$ cat config.mk
export PLATFORM = sky130hd
export DESIGN_NAME = scan_xsio_ctrl
export DESIGN_NICKNAME = d
export VERILOG_FILES = /design/src/rtl/scan_xsio_pkg.sv /design/src/rtl/scan_bit_cnt.sv /design/src/rtl/scan_phase_fsm.sv /design/src/rtl/scan_resp_cmp.sv /design/src/rtl/scan_xsio_ctrl.sv
export SDC_FILE = /design/constraint.sdc
export NUM_CORES = 1
export LEC_CHECK = 0
export ABC_AREA = 1
export BUFFER_PORTS_ARGS = -buffer_cell sky130_fd_sc_hd__buf_4
export CAP_MARGIN = 10
export CORE_MARGIN = 4
export CORE_UTILIZATION = 57
export CTS_CLUSTER_DIAMETER = 80
export DETAILED_ROUTE_END_ITERATION = 7
export PLACE_DENSITY = 0.83
export SLEW_MARGIN = 30
export SYNTH_ARGS = -nofsm -noshare
export SYNTH_HDL_FRONTEND = slang
export SYNTH_SLANG_ARGS = --single-unit
$ cat constraint.sdc
create_clock -name clk -period 3.5 [get_ports clk]
set_clock_uncertainty 0.15 [all_clocks]
set_input_delay 0.175 -clock clk [delete_from_list [all_inputs] [get_ports clk]]
set_output_delay 0.175 -clock clk [all_outputs]
set_load 0.02 [all_outputs]
$ cat src/rtl/scan_xsio_pkg.sv
package scan_xsio_pkg;
  typedef enum logic [2:0] {
    PH_IDLE = 3'd0,
    PH_LOAD = 3'd1,
    PH_CAPT = 3'd2,
    PH_UNLD = 3'd3,
    PH_FIN  = 3'd4
  } phase_t;
endpackage

$ cat src/rtl/scan_bit_cnt.sv
// Counts shifted bits within one phase. It wraps on the last bit, so it is
// back at zero whenever a phase begins.
module scan_bit_cnt #(
  parameter int LEN = 16
) (
  input  logic clk,
  input  logic rst_n,
  input  logic adv,
  output logic at_end
);
  localparam int W = (LEN > 1) ? $clog2(LEN) : 1;
  localparam logic [W-1:0] LAST = W'(LEN - 1);

  logic [W-1:0] cnt;

  always_ff @(posedge clk or negedge rst_n) begin
    if (!rst_n)
      cnt <= '0;
    else if (adv)
      cnt <= (cnt == LAST) ? '0 : cnt + 1'b1;
  end

  assign at_end = (cnt == LAST);
endmodule

$ cat src/rtl/scan_phase_fsm.sv
module scan_phase_fsm
  import scan_xsio_pkg::*;
#(
  parameter int CNT_W = 8
) (
  input  logic             clk,
  input  logic             rst_n,
  input  logic             start,
  input  logic [CNT_W-1:0] pat_count,
  input  logic             load_end,
  input  logic             unld_end,
  output phase_t           phase,
  output logic             start_acc
);
  // Patterns whose stimulus has not yet been loaded.
  logic [CNT_W-1:0] pat_left;
  phase_t           nxt;

  assign start_acc = start && (phase == PH_IDLE);

  always_comb begin
    nxt = phase;
    unique case (phase)
      PH_IDLE: if (start_acc) nxt = (pat_count == '0) ? PH_FIN : PH_LOAD;
      PH_LOAD: if (load_end)  nxt = PH_CAPT;
      PH_CAPT:                nxt = PH_UNLD;
      PH_UNLD: if (unld_end)  nxt = (pat_left == '0) ? PH_FIN : PH_LOAD;
      PH_FIN:                 nxt = PH_IDLE;
      default:                nxt = PH_IDLE;
    endcase
  end

  always_ff @(posedge clk or negedge rst_n) begin
    if (!rst_n) begin
      phase    <= PH_IDLE;
      pat_left <= '0;
    end else begin
      phase <= nxt;
      if (start_acc)
        pat_left <= pat_count;
      else if (load_end)
        pat_left <= pat_left - 1'b1;
    end
  end
endmodule

$ cat src/rtl/scan_resp_cmp.sv
module scan_resp_cmp (
  input  logic clk,
  input  logic rst_n,
  input  logic clr,
  input  logic chk,
  input  logic obs,
  input  logic ref_bit,
  output logic fail
);
  always_ff @(posedge clk or negedge rst_n) begin
    if (!rst_n)
      fail <= 1'b0;
    else if (clr)
      fail <= 1'b0;
    else if (chk && (obs != ref_bit))
      fail <= 1'b1;
  end
endmodule

$ cat src/rtl/scan_xsio_ctrl.sv
module scan_xsio_ctrl
  import scan_xsio_pkg::*;
#(
  parameter int   CHAIN_LEN = 16,
  parameter int   CNT_W     = 8,
  parameter logic FILL      = 1'b0
) (
  input  logic             clk,
  input  logic             rst_n,
  input  logic             start,
  input  logic [CNT_W-1:0] pat_count,
  input  logic             stim_valid,
  output logic             stim_ready,
  input  logic             stim_data,
  input  logic             exp_valid,
  output logic             exp_ready,
  input  logic             exp_data,
  input  logic             scan_out,
  output logic             scan_en,
  output logic             shift_en,
  output logic             scan_in,
  output logic             capture,
  output logic             busy,
  output logic             done,
  output logic             fail
);
  phase_t phase;
  logic   start_acc;
  logic   at_end;
  logic   stim_fire;
  logic   exp_fire;

  assign stim_ready = (phase == PH_LOAD);
  assign exp_ready  = (phase == PH_UNLD);
  assign stim_fire  = stim_ready && stim_valid;
  assign exp_fire   = exp_ready && exp_valid;

  assign shift_en = stim_fire || exp_fire;
  assign scan_en  = stim_ready || exp_ready;
  assign scan_in  = stim_ready ? stim_data : FILL;
  assign capture  = (phase == PH_CAPT);
  assign busy     = (phase != PH_IDLE);
  assign done     = (phase == PH_FIN);

  scan_bit_cnt #(.LEN(CHAIN_LEN)) u_bits (
    .clk    (clk),
    .rst_n  (rst_n),
    .adv    (shift_en),
    .at_end (at_end)
  );

  scan_phase_fsm #(.CNT_W(CNT_W)) u_fsm (
    .clk       (clk),
    .rst_n     (rst_n),
    .start     (start),
    .pat_count (pat_count),
    .load_end  (stim_fire && at_end),
    .unld_end  (exp_fire && at_end),
    .phase     (phase),
    .start_acc (start_acc)
  );

  scan_resp_cmp u_cmp (
    .clk     (clk),
    .rst_n   (rst_n),
    .clr     (start_acc),
    .chk     (exp_fire),
    .obs     (scan_out),
    .ref_bit (exp_data),
    .fail    (fail)
  );
endmodule

Yosys cells after proc, flatten, opt, wreduce, memory -nomap -nowiden. Cells that the tools add are included.

Reduce and logical (&&, ||, !) cells: 15. Eq/ne operators: 9. Add/subtract/negate cells: 2. Multiplexer cells: 12.

Operator list (count): logical NOT 8 bit (2); 2-to-1 mux 8 bit (2); 2-to-1 mux 3 bit (5); one-hot mux 3 bit (4 select lines) (1); subtractor 8 x 1 -> 8 bit (second input constant) (1); equality test 3 x 2 -> 1 bit (second input constant) (2); logical AND 1 bit (6); adder 4 x 1 -> 4 bit (second input constant) (1); equality test 4 bit (second input constant) (1); 2-to-1 mux 4 bit (1); inequality test 2 x 1 -> 1 bit (second input constant) (2); nonzero test 2 bit (2); equality test 3 x 1 -> 1 bit (second input constant) (1); equality test 3 bit (second input constant) (1); logical NOT 3 bit (1); 2-to-1 mux 1 bit (3); AND reduction 3 bit (1); nonzero test 3 bit (1); logical OR 1 bit (2); inequality test 2 bit (second input constant) (1); inequality test 1 bit (1).

Flip-flop bits (word level): 16. Logic and storage cells: 42.

Depth between registers and ports, before layout. Gate-level depths: netlist (run 1).

Depth after elaboration: 5. Depth in mapped cells: 9. Mapped depth without buffers: 9.

Hierarchy. From an unflattened synthesis (run 1), not the netlist that was laid out.

Cell total of the unflattened synthesis: 168. Area total of the unflattened synthesis: 1127.3 µm².

Modules (own cells, without submodules): scan_phase_fsm (cells each 118, area an instance 779.5 µm², times used 1); scan_bit_cnt (cells each 24, area an instance 198.9 µm², times used 1); scan_xsio_ctrl (cells each 18, area an instance 86.3 µm², times used 1); scan_resp_cmp (cells each 8, area an instance 62.6 µm², times used 1).

Worst setup path after synthesis (run 1). OpenSTA, ideal clock, no wires.

Kind: flip-flop to output port. Start: register u_fsm.phase[2]. End: output port scan_in. Buffers on the path: 0. Data required time: 3175 ps. Cell stages (with the launch flop): 4. Setup slack: 1951 ps. Arrival time: 1224 ps. Path through: dfrtp_1 nor2_1 nand2_1 nor2_1.

Cells in the longest elaborated chain, start to end: 2.

Ends and longest elaborated chain: start: declaration (line scan_phase_fsm.sv:12) `output phase_t phase,`; start signal: assignment (line scan_phase_fsm.sv:38) `phase <= nxt;`; equality test 3 x 1 -> 1 bit (line scan_xsio_ctrl.sv:33) `assign stim_ready = (phase == PH_LOAD);`; 2-to-1 mux 1 bit (line scan_xsio_ctrl.sv:40) `assign scan_in = stim_ready ? stim_data : FILL;`; end: declaration (line scan_xsio_ctrl.sv:21) `output logic scan_in,`.

No other way between the ends.

Final worst setup path (run 1).
Start: register u_fsm.phase[1]. End: output port shift_en.

Cells in the longest elaborated chain, start to end: 3.

Ends and longest elaborated chain: equality test 3 x 1 -> 1 bit or equality test 3 x 2 -> 1 bit (tied branches) (line scan_xsio_ctrl.sv:33, scan_xsio_ctrl.sv:34); logical AND 1 bit (on tied branches) (line scan_xsio_ctrl.sv:35, scan_xsio_ctrl.sv:36); logical OR 1 bit * (line scan_xsio_ctrl.sv:38) `assign shift_en = stim_fire || exp_fire;`; end: declaration (line scan_xsio_ctrl.sv:20) `output logic shift_en,`.

Every way passes the cells marked *; elsewhere a longest branch is shown, timed or not.

==> flow_metrics.tcl, run 1 <==
set metrics [dict create \
    synth_adder_area_share 0.03432 \
    r2r_slack_ns 1.83 \
    netlist_top_cells_area "dfrtp_1, nand2_1, nand3_1" \
    dpl_worst_slack_ns 1.885 \
    synth_xor_area_frac 0.03204 \
    ys_ff_latch 16 \
    die_h_um 51.80 \
    hp-class "in2reg" \
    hold_buffers 8 \
    slew_headroom 0.7588 \
    cp_slowest_cell "dfrtp_1" \
    crit_chain "inv_2, nor3_4, nand2_2, nand2_4, buf_4" \
    endpoint "shift_en" \
    crit_buf_inv 2 \
    crit_arrival_ns 1.55 \
    critPathCaptureType "output pin" \
    track_usage 0.2463 \
    cts_max_level 1 \
    overflow 0 \
    rsz0062_at_grt "no" \
    path_max_fanout 8 \
    r2r_start "u_bits.cnt[0]" \
    syn_to_final_growth_pct 29.98 \
    die-area_um2 2683 \
    initial_core_util 0.6199 \
    place_area_um2 1305 \
    layout-drive-gt1-share 0.2176 \
    core_region_area_um2 1764 \
    cpLargestDelayFamily "simple AND/OR/NAND/NOR gates" \
    cpPeakStageDelay_ns 0.46 \
    hp-start "pat_count[1]" \
    synthCells 157 \
    grt_antenna_before_repair 0 \
    setup.worst_path.start "u_fsm.phase[1]" \
    yosysTopAreaCellShare 0.3661 \
    drt-initial-drc-count 32 \
    cts_buffers 3 \
    worstMarginPinSlew_ns 0.3614 \
    clkLatencyLatePin_ns 0.30 \
    totalPowerFinal_uw 1111 \
    cts.sinks 16 \
    cts.reportedPaths.clkPinSlew_ns 0.10 \
    final_hold_viol_count 0 \
    antenna_left 0 \
    routed_wl_um 2876 \
    ys_warn_count 0 \
    fmax_mhz 532.9 \
    startpoint_type "flop" \
    cts_resized 0 \
    synth.area.mux_share 0 \
    postLayoutCoreUtil 0.8057 \
    outcome "finished, final reports clean" \
    vdd_drop_max_mv 0.5431 \
    worstSetupPathType "reg2out" \
    post_cts_buffers 0 \
    worst_slack_ns 1.623 \
    setup_viol 0 \
    placement_rows 15 \
    reg2reg_to "u_fsm.pat_left[3]" \
    drc 0 \
    final_area_um2 1421 \
    worstPathRequired_ns 3.17 \
    synth_top_family_by_area "simple AND/OR/NAND/NOR gates" \
    n_fill_cell 129 \
    fin_tns_setup_ns 0 \
    synth_area_leader_cell "dfrtp_1" \
    ios 25 \
    p_leak_uw 0.0007657 \
    max-cap-violations 0 \
    die_w_um 51.80 \
    grt_max_degree 17 \
    final_nets 213 \
    viasPerCell 5.266 \
    grt_pass1_wl_um 4788 \
    routedWlPerCell_um 13.19 \
    cts_root_buffer "clkbuf_4" \
    firstDrtPassIters 4 \
    yosysSeqAreaShare 0.3661 \
    cts_tree "done" \
    synth_area_um2 1094 \
    period_minus_slack_ns 1.877 \
    globalplace.congestion 0.8650 \
    num_antenna_cells 0 \
    reg2reg_depth 7 \
    portBuffers 24 \
    synth.avg_cell_area_um2 6.965 \
    synthDistinctLibCells 21 \
    final_cell_mix "nand2_1, buf_4, nand3_1" \
    grt_pass1_vias 1128 \
    clock_path_buffers 2 \
    syn-num-nets 176 \
    hpwl_um 2158 \
    synth-compound-area-share 0.05492 \
    pwr_density_cell_nw_per_um2 781.3 \
    vias 1148 \
    finalCritPeriodShare 0.5362 \
    synthSimpleGateAreaFrac 0.4336 \
    cp_num_cells 5 \
    slew_violations 0 \
    layout_commonest_cell "nand2_1" \
]
-- routing by layer --
layer  GRT usage  wire length (µm)
met2      0.4470              1511
met4      0.1048                46
met5           0                 0
met1      0.2868              1147
met3     0.03438               171
-- layout make-up --
type | instances | area, µm² | share of cell area
Inverter | 23 | 86.33 | 0.06074
Clock buffer | 4 | 36.28 | 0.02553
Multi-Input combinational cell | 118 | 606.8 | 0.4269
Tap cell | 25 | 31.28 | 0.02201
Sequential cell | 16 | 400.4 | 0.2817
Timing Repair Buffer | 32 | 260.3 | 0.1831
-- worst reg2reg max path, stage by stage (launching register included) --
cell and delay [ns]:
dfrtp_1 0.40, ha_1 0.21, nand3_1 0.15, inv_1 0.12
nand3_2 0.20, inv_2 0.19, o21ai_0 0.12, nand3_1 0.08
-- report_power, final --
part | switching, µW | internal, µW
Sequential | 78.5 | 267
Clock | 65.6 | 63.6
Combinational | 394 | 241
-- metrics by stage --
stage               hold slack, ns  instances
CTS                        0.01417        218
global placement           -0.1048        206
floorplan                  -0.2706        157
finish                     0.01602        218
detailed placement         -0.1029        206
global route               0.03654        218
-- sequential cells by signal, summed over array words and instances, names as in the netlist --
| name | cells |
|---|---|
| u_fsm.pat_left | 8 |
| u_bits.cnt | 4 |
| u_fsm.phase | 3 |
| u_cmp.fail | 1 |
-- worst min-delay path by stage --
stage,endpoint,slack [ns],depth (start not counted)
final,u_fsm.pat_left[1],0.02,4
after global routing,u_fsm.pat_left[1],0.04,4
after CTS,u_fsm.pat_left[1],0.01,4
after detailed placement,u_fsm.phase[1],-0.10,1
after global placement,u_fsm.phase[1],-0.10,1
after floorplan,u_bits.cnt[0],-0.27,0
-- synthesized netlist by cell type --
cell,instances
nand4_1,1
xnor2_1,1
nand2_4,2
nand2_1,48
a21oi_1,1
nand3_1,22
nand2_2,2
nor3_4,2
xor2_1,3
nand3_2,2
nand3b_1,2
ha_1,3
o21ai_0,7
nor2_2,1
inv_2,5
inv_1,18
a31oi_1,2
nor2_1,17
o21a_1,1
dfrtp_1,16
nor3_1,1
-- cell families (layout without fill, tap and decap cells) --
logic type	after synthesis	in the layout
AND/OR/NAND/NOR	100	100
buffers and inverters	23	59
flip-flops	16	16
AO/OA/AOI/OAI	11	11
XOR/XNOR	4	4
adder cells (fa/ha/maj)	3	3
(Power assumes the default switching activity.)
==> run 2: changes to the inputs <==
--- a/config.mk
+++ b/config.mk
@@ -9,10 +9,10 @@
 export BUFFER_PORTS_ARGS = -buffer_cell sky130_fd_sc_hd__buf_4
 export CAP_MARGIN = 10
 export CORE_MARGIN = 4
-export CORE_UTILIZATION = 57
+export CORE_UTILIZATION = 47
 export CTS_CLUSTER_DIAMETER = 80
 export DETAILED_ROUTE_END_ITERATION = 7
-export PLACE_DENSITY = 0.83
+export PLACE_DENSITY = 0.73
 export SLEW_MARGIN = 30
 export SYNTH_ARGS = -nofsm -noshare
 export SYNTH_HDL_FRONTEND = slang
==> constraint.sdc (replaced) <==
create_clock -name clk -period 1.7 [get_ports clk]
set_clock_uncertainty 0.15 [all_clocks]
set_input_delay 0.085 -clock clk [delete_from_list [all_inputs] [get_ports clk]]
set_output_delay 0.085 -clock clk [all_outputs]
set_load 0.02 [all_outputs]
==> flow_metrics.tcl, run 2 (synthesized netlist as in run 1, its figures left out) <==
set metrics [dict create \
    outcome "finished, final reports clean" \
    ios 25 \
    layout-drive-gt1-share 0.2312 \
    antenna_left 0 \
    num_antenna_cells 0 \
    firstDrtPassIters 4 \
    final_nets 219 \
    cp_slowest_cell "dfrtp_1" \
    cpPeakStageDelay_ns 0.45 \
    hp-class "in2reg" \
    initial_core_util 0.4943 \
    m1WireLength_um 1276 \
    wl_met3_um 163 \
    totalPowerFinal_uw 2356 \
    worstMarginPinSlew_ns 0.3022 \
    crit_buf_inv 1 \
    finalCritPeriodShare 0.9668 \
    crit_chain "nor3_4, nand2_1, nand2_4, buf_4" \
    slew_violations 0 \
    period_minus_slack_ns 1.644 \
    core_region_area_um2 2212 \
    grt_pass1_vias 1147 \
    final_hold_viol_count 0 \
    globalplace.congestion 0.9251 \
    die_w_um 56.24 \
    layout_commonest_cell "nand2_1" \
    routedWlPerCell_um 12.70 \
    track_usage 0.1958 \
    critPathCaptureType "output pin" \
    routed.top_layer "met4" \
    die-area_um2 3162 \
    die_h_um 56.24 \
    syn_to_final_growth_pct 34.90 \
    p_leak_uw 0.0007949 \
    reg_top3 "u_fsm.pat_left x8, u_bits.cnt x4, u_fsm.phase x3" \
    hpwl_um 2168 \
    finalNonFillerCells 227 \
    vias 1180 \
    max-cap-violations 0 \
    portBuffers 24 \
    drc 0 \
    cts.reportedPaths.clkPinSlew_ns 0.10 \
    grt_antenna_before_repair 0 \
    cts_root_buffer "clkbuf_4" \
    largest_register_ff_count 8 \
    r2r_slack_ns 0.13 \
    setup_viol 0 \
    fin_tns_setup_ns 0 \
    cts.sinks 16 \
    pwr_density_cell_nw_per_um2 1597 \
    crit_arrival_ns 1.41 \
    worstSetupPathType "reg2out" \
    vdd_drop_max_mv 1.214 \
    fmax_mhz 608.5 \
    clkLatencyLatePin_ns 0.29 \
    clock_path_buffers 2 \
    rsz0062_at_grt "no" \
    dp.cells 210 \
    cts_buffers 3 \
    drt-initial-drc-count 12 \
    wl_met2_um 1360 \
    slew_headroom 0.7983 \
    top_register "u_fsm.pat_left" \
    worstPathRequired_ns 1.46 \
    overflow 0 \
    viasPerCell 5.198 \
    grt_max_degree 17 \
    startpoint_type "flop" \
    cpLargestDelayFamily "simple AND/OR/NAND/NOR gates" \
    path_max_fanout 8 \
    cts_max_level 1 \
    n_fill_cell 205 \
    routed_wl_um 2884 \
    grt_pass1_wl_um 4850 \
    placement_rows 17 \
    final_cell_mix "nand2_1, buf_4, nand3_1" \
    cts_tree "done" \
]
==> run 2: cell count changes in the layout (fill, tap and decap cells not counted) <==
cell / previous run / this run
o21ai_1: 0 / 1
o21ai_0: 7 / 6
buf_4: 24 / 28
dlygate4sd3_1: 8 / 10
==> run 2: path summary, 6_finish.rpt <==
kind / start / endpoint / cells after the start
max: u_fsm.phase[1] / shift_en / 4
min: scan_out / u_cmp.fail / 4
max reg2reg: u_bits.cnt[0] / u_fsm.pat_left[3] / 7
min reg2reg: u_fsm.pat_left[1] / u_fsm.pat_left[1] / 2
max in group asynchronous: rst_n / u_fsm.pat_left[4] / 2
min in group asynchronous: rst_n / u_fsm.pat_left[7] / 2
==> run 2: worst reg2reg max path, stage by stage, from the launching register on <==
cell and delay [ns]:
dfrtp_1 0.38, ha_1 0.20, nand3_1 0.15, inv_1 0.12, nand3_2 0.18, inv_2 0.16, o21ai_0 0.10, nand3_1 0.07
==> run 2: cell type report <==
class                   count  area (µm²)  area share
repair buffers             38       310.3      0.2103
flip-flops and latches     16       400.4      0.2714
clock buffers               4       36.28     0.02460
well taps                  28       35.03     0.02375
inverters                  23       86.33     0.05852
multi-input cells         118       606.8      0.4114
==> run 2: repair_timing <==
action,in CTS,in global routing
endpoints found under the hold margin,26,0
setup endpoints to repair,1,3
gates resized for setup,0,1
hold buffers,10,0
setup buffers,2,1
gates cloned,0,0
pin swaps,2,0
==> run 2: layer usage <==
layer / vias to the layer above / GRT usage
met5: - / 0
met4: 0 / 0.08136
met3: 9 / 0.03712
met2: 35 / 0.3289
met1: 552 / 0.2439
li1: 584 / -
==> run 2: stage by stage <==
stage	hold WS (ns)	setup slack [ns]	cell area, µm²	util
2_1_floorplan	-0.3606	0.1863	1094	-
3_3_place_gp	-0.1927	0.2073	1316	0.5950
3_5_place_dp	-0.1937	0.1627	1316	0.5950
4_1_cts	0.006578	0.05261	1468	0.6635
5_1_grt	0.01125	0.0007658	1475	0.6669
6_report	0.003471	0.05650	1475	0.6669
==> run 2: where the power goes <==
| group | internal [µW] | switching, µW |
|---|---|---|
| Combinational | 553 | 832 |
| Clock | 131 | 128 |
| Sequential | 550 | 162 |
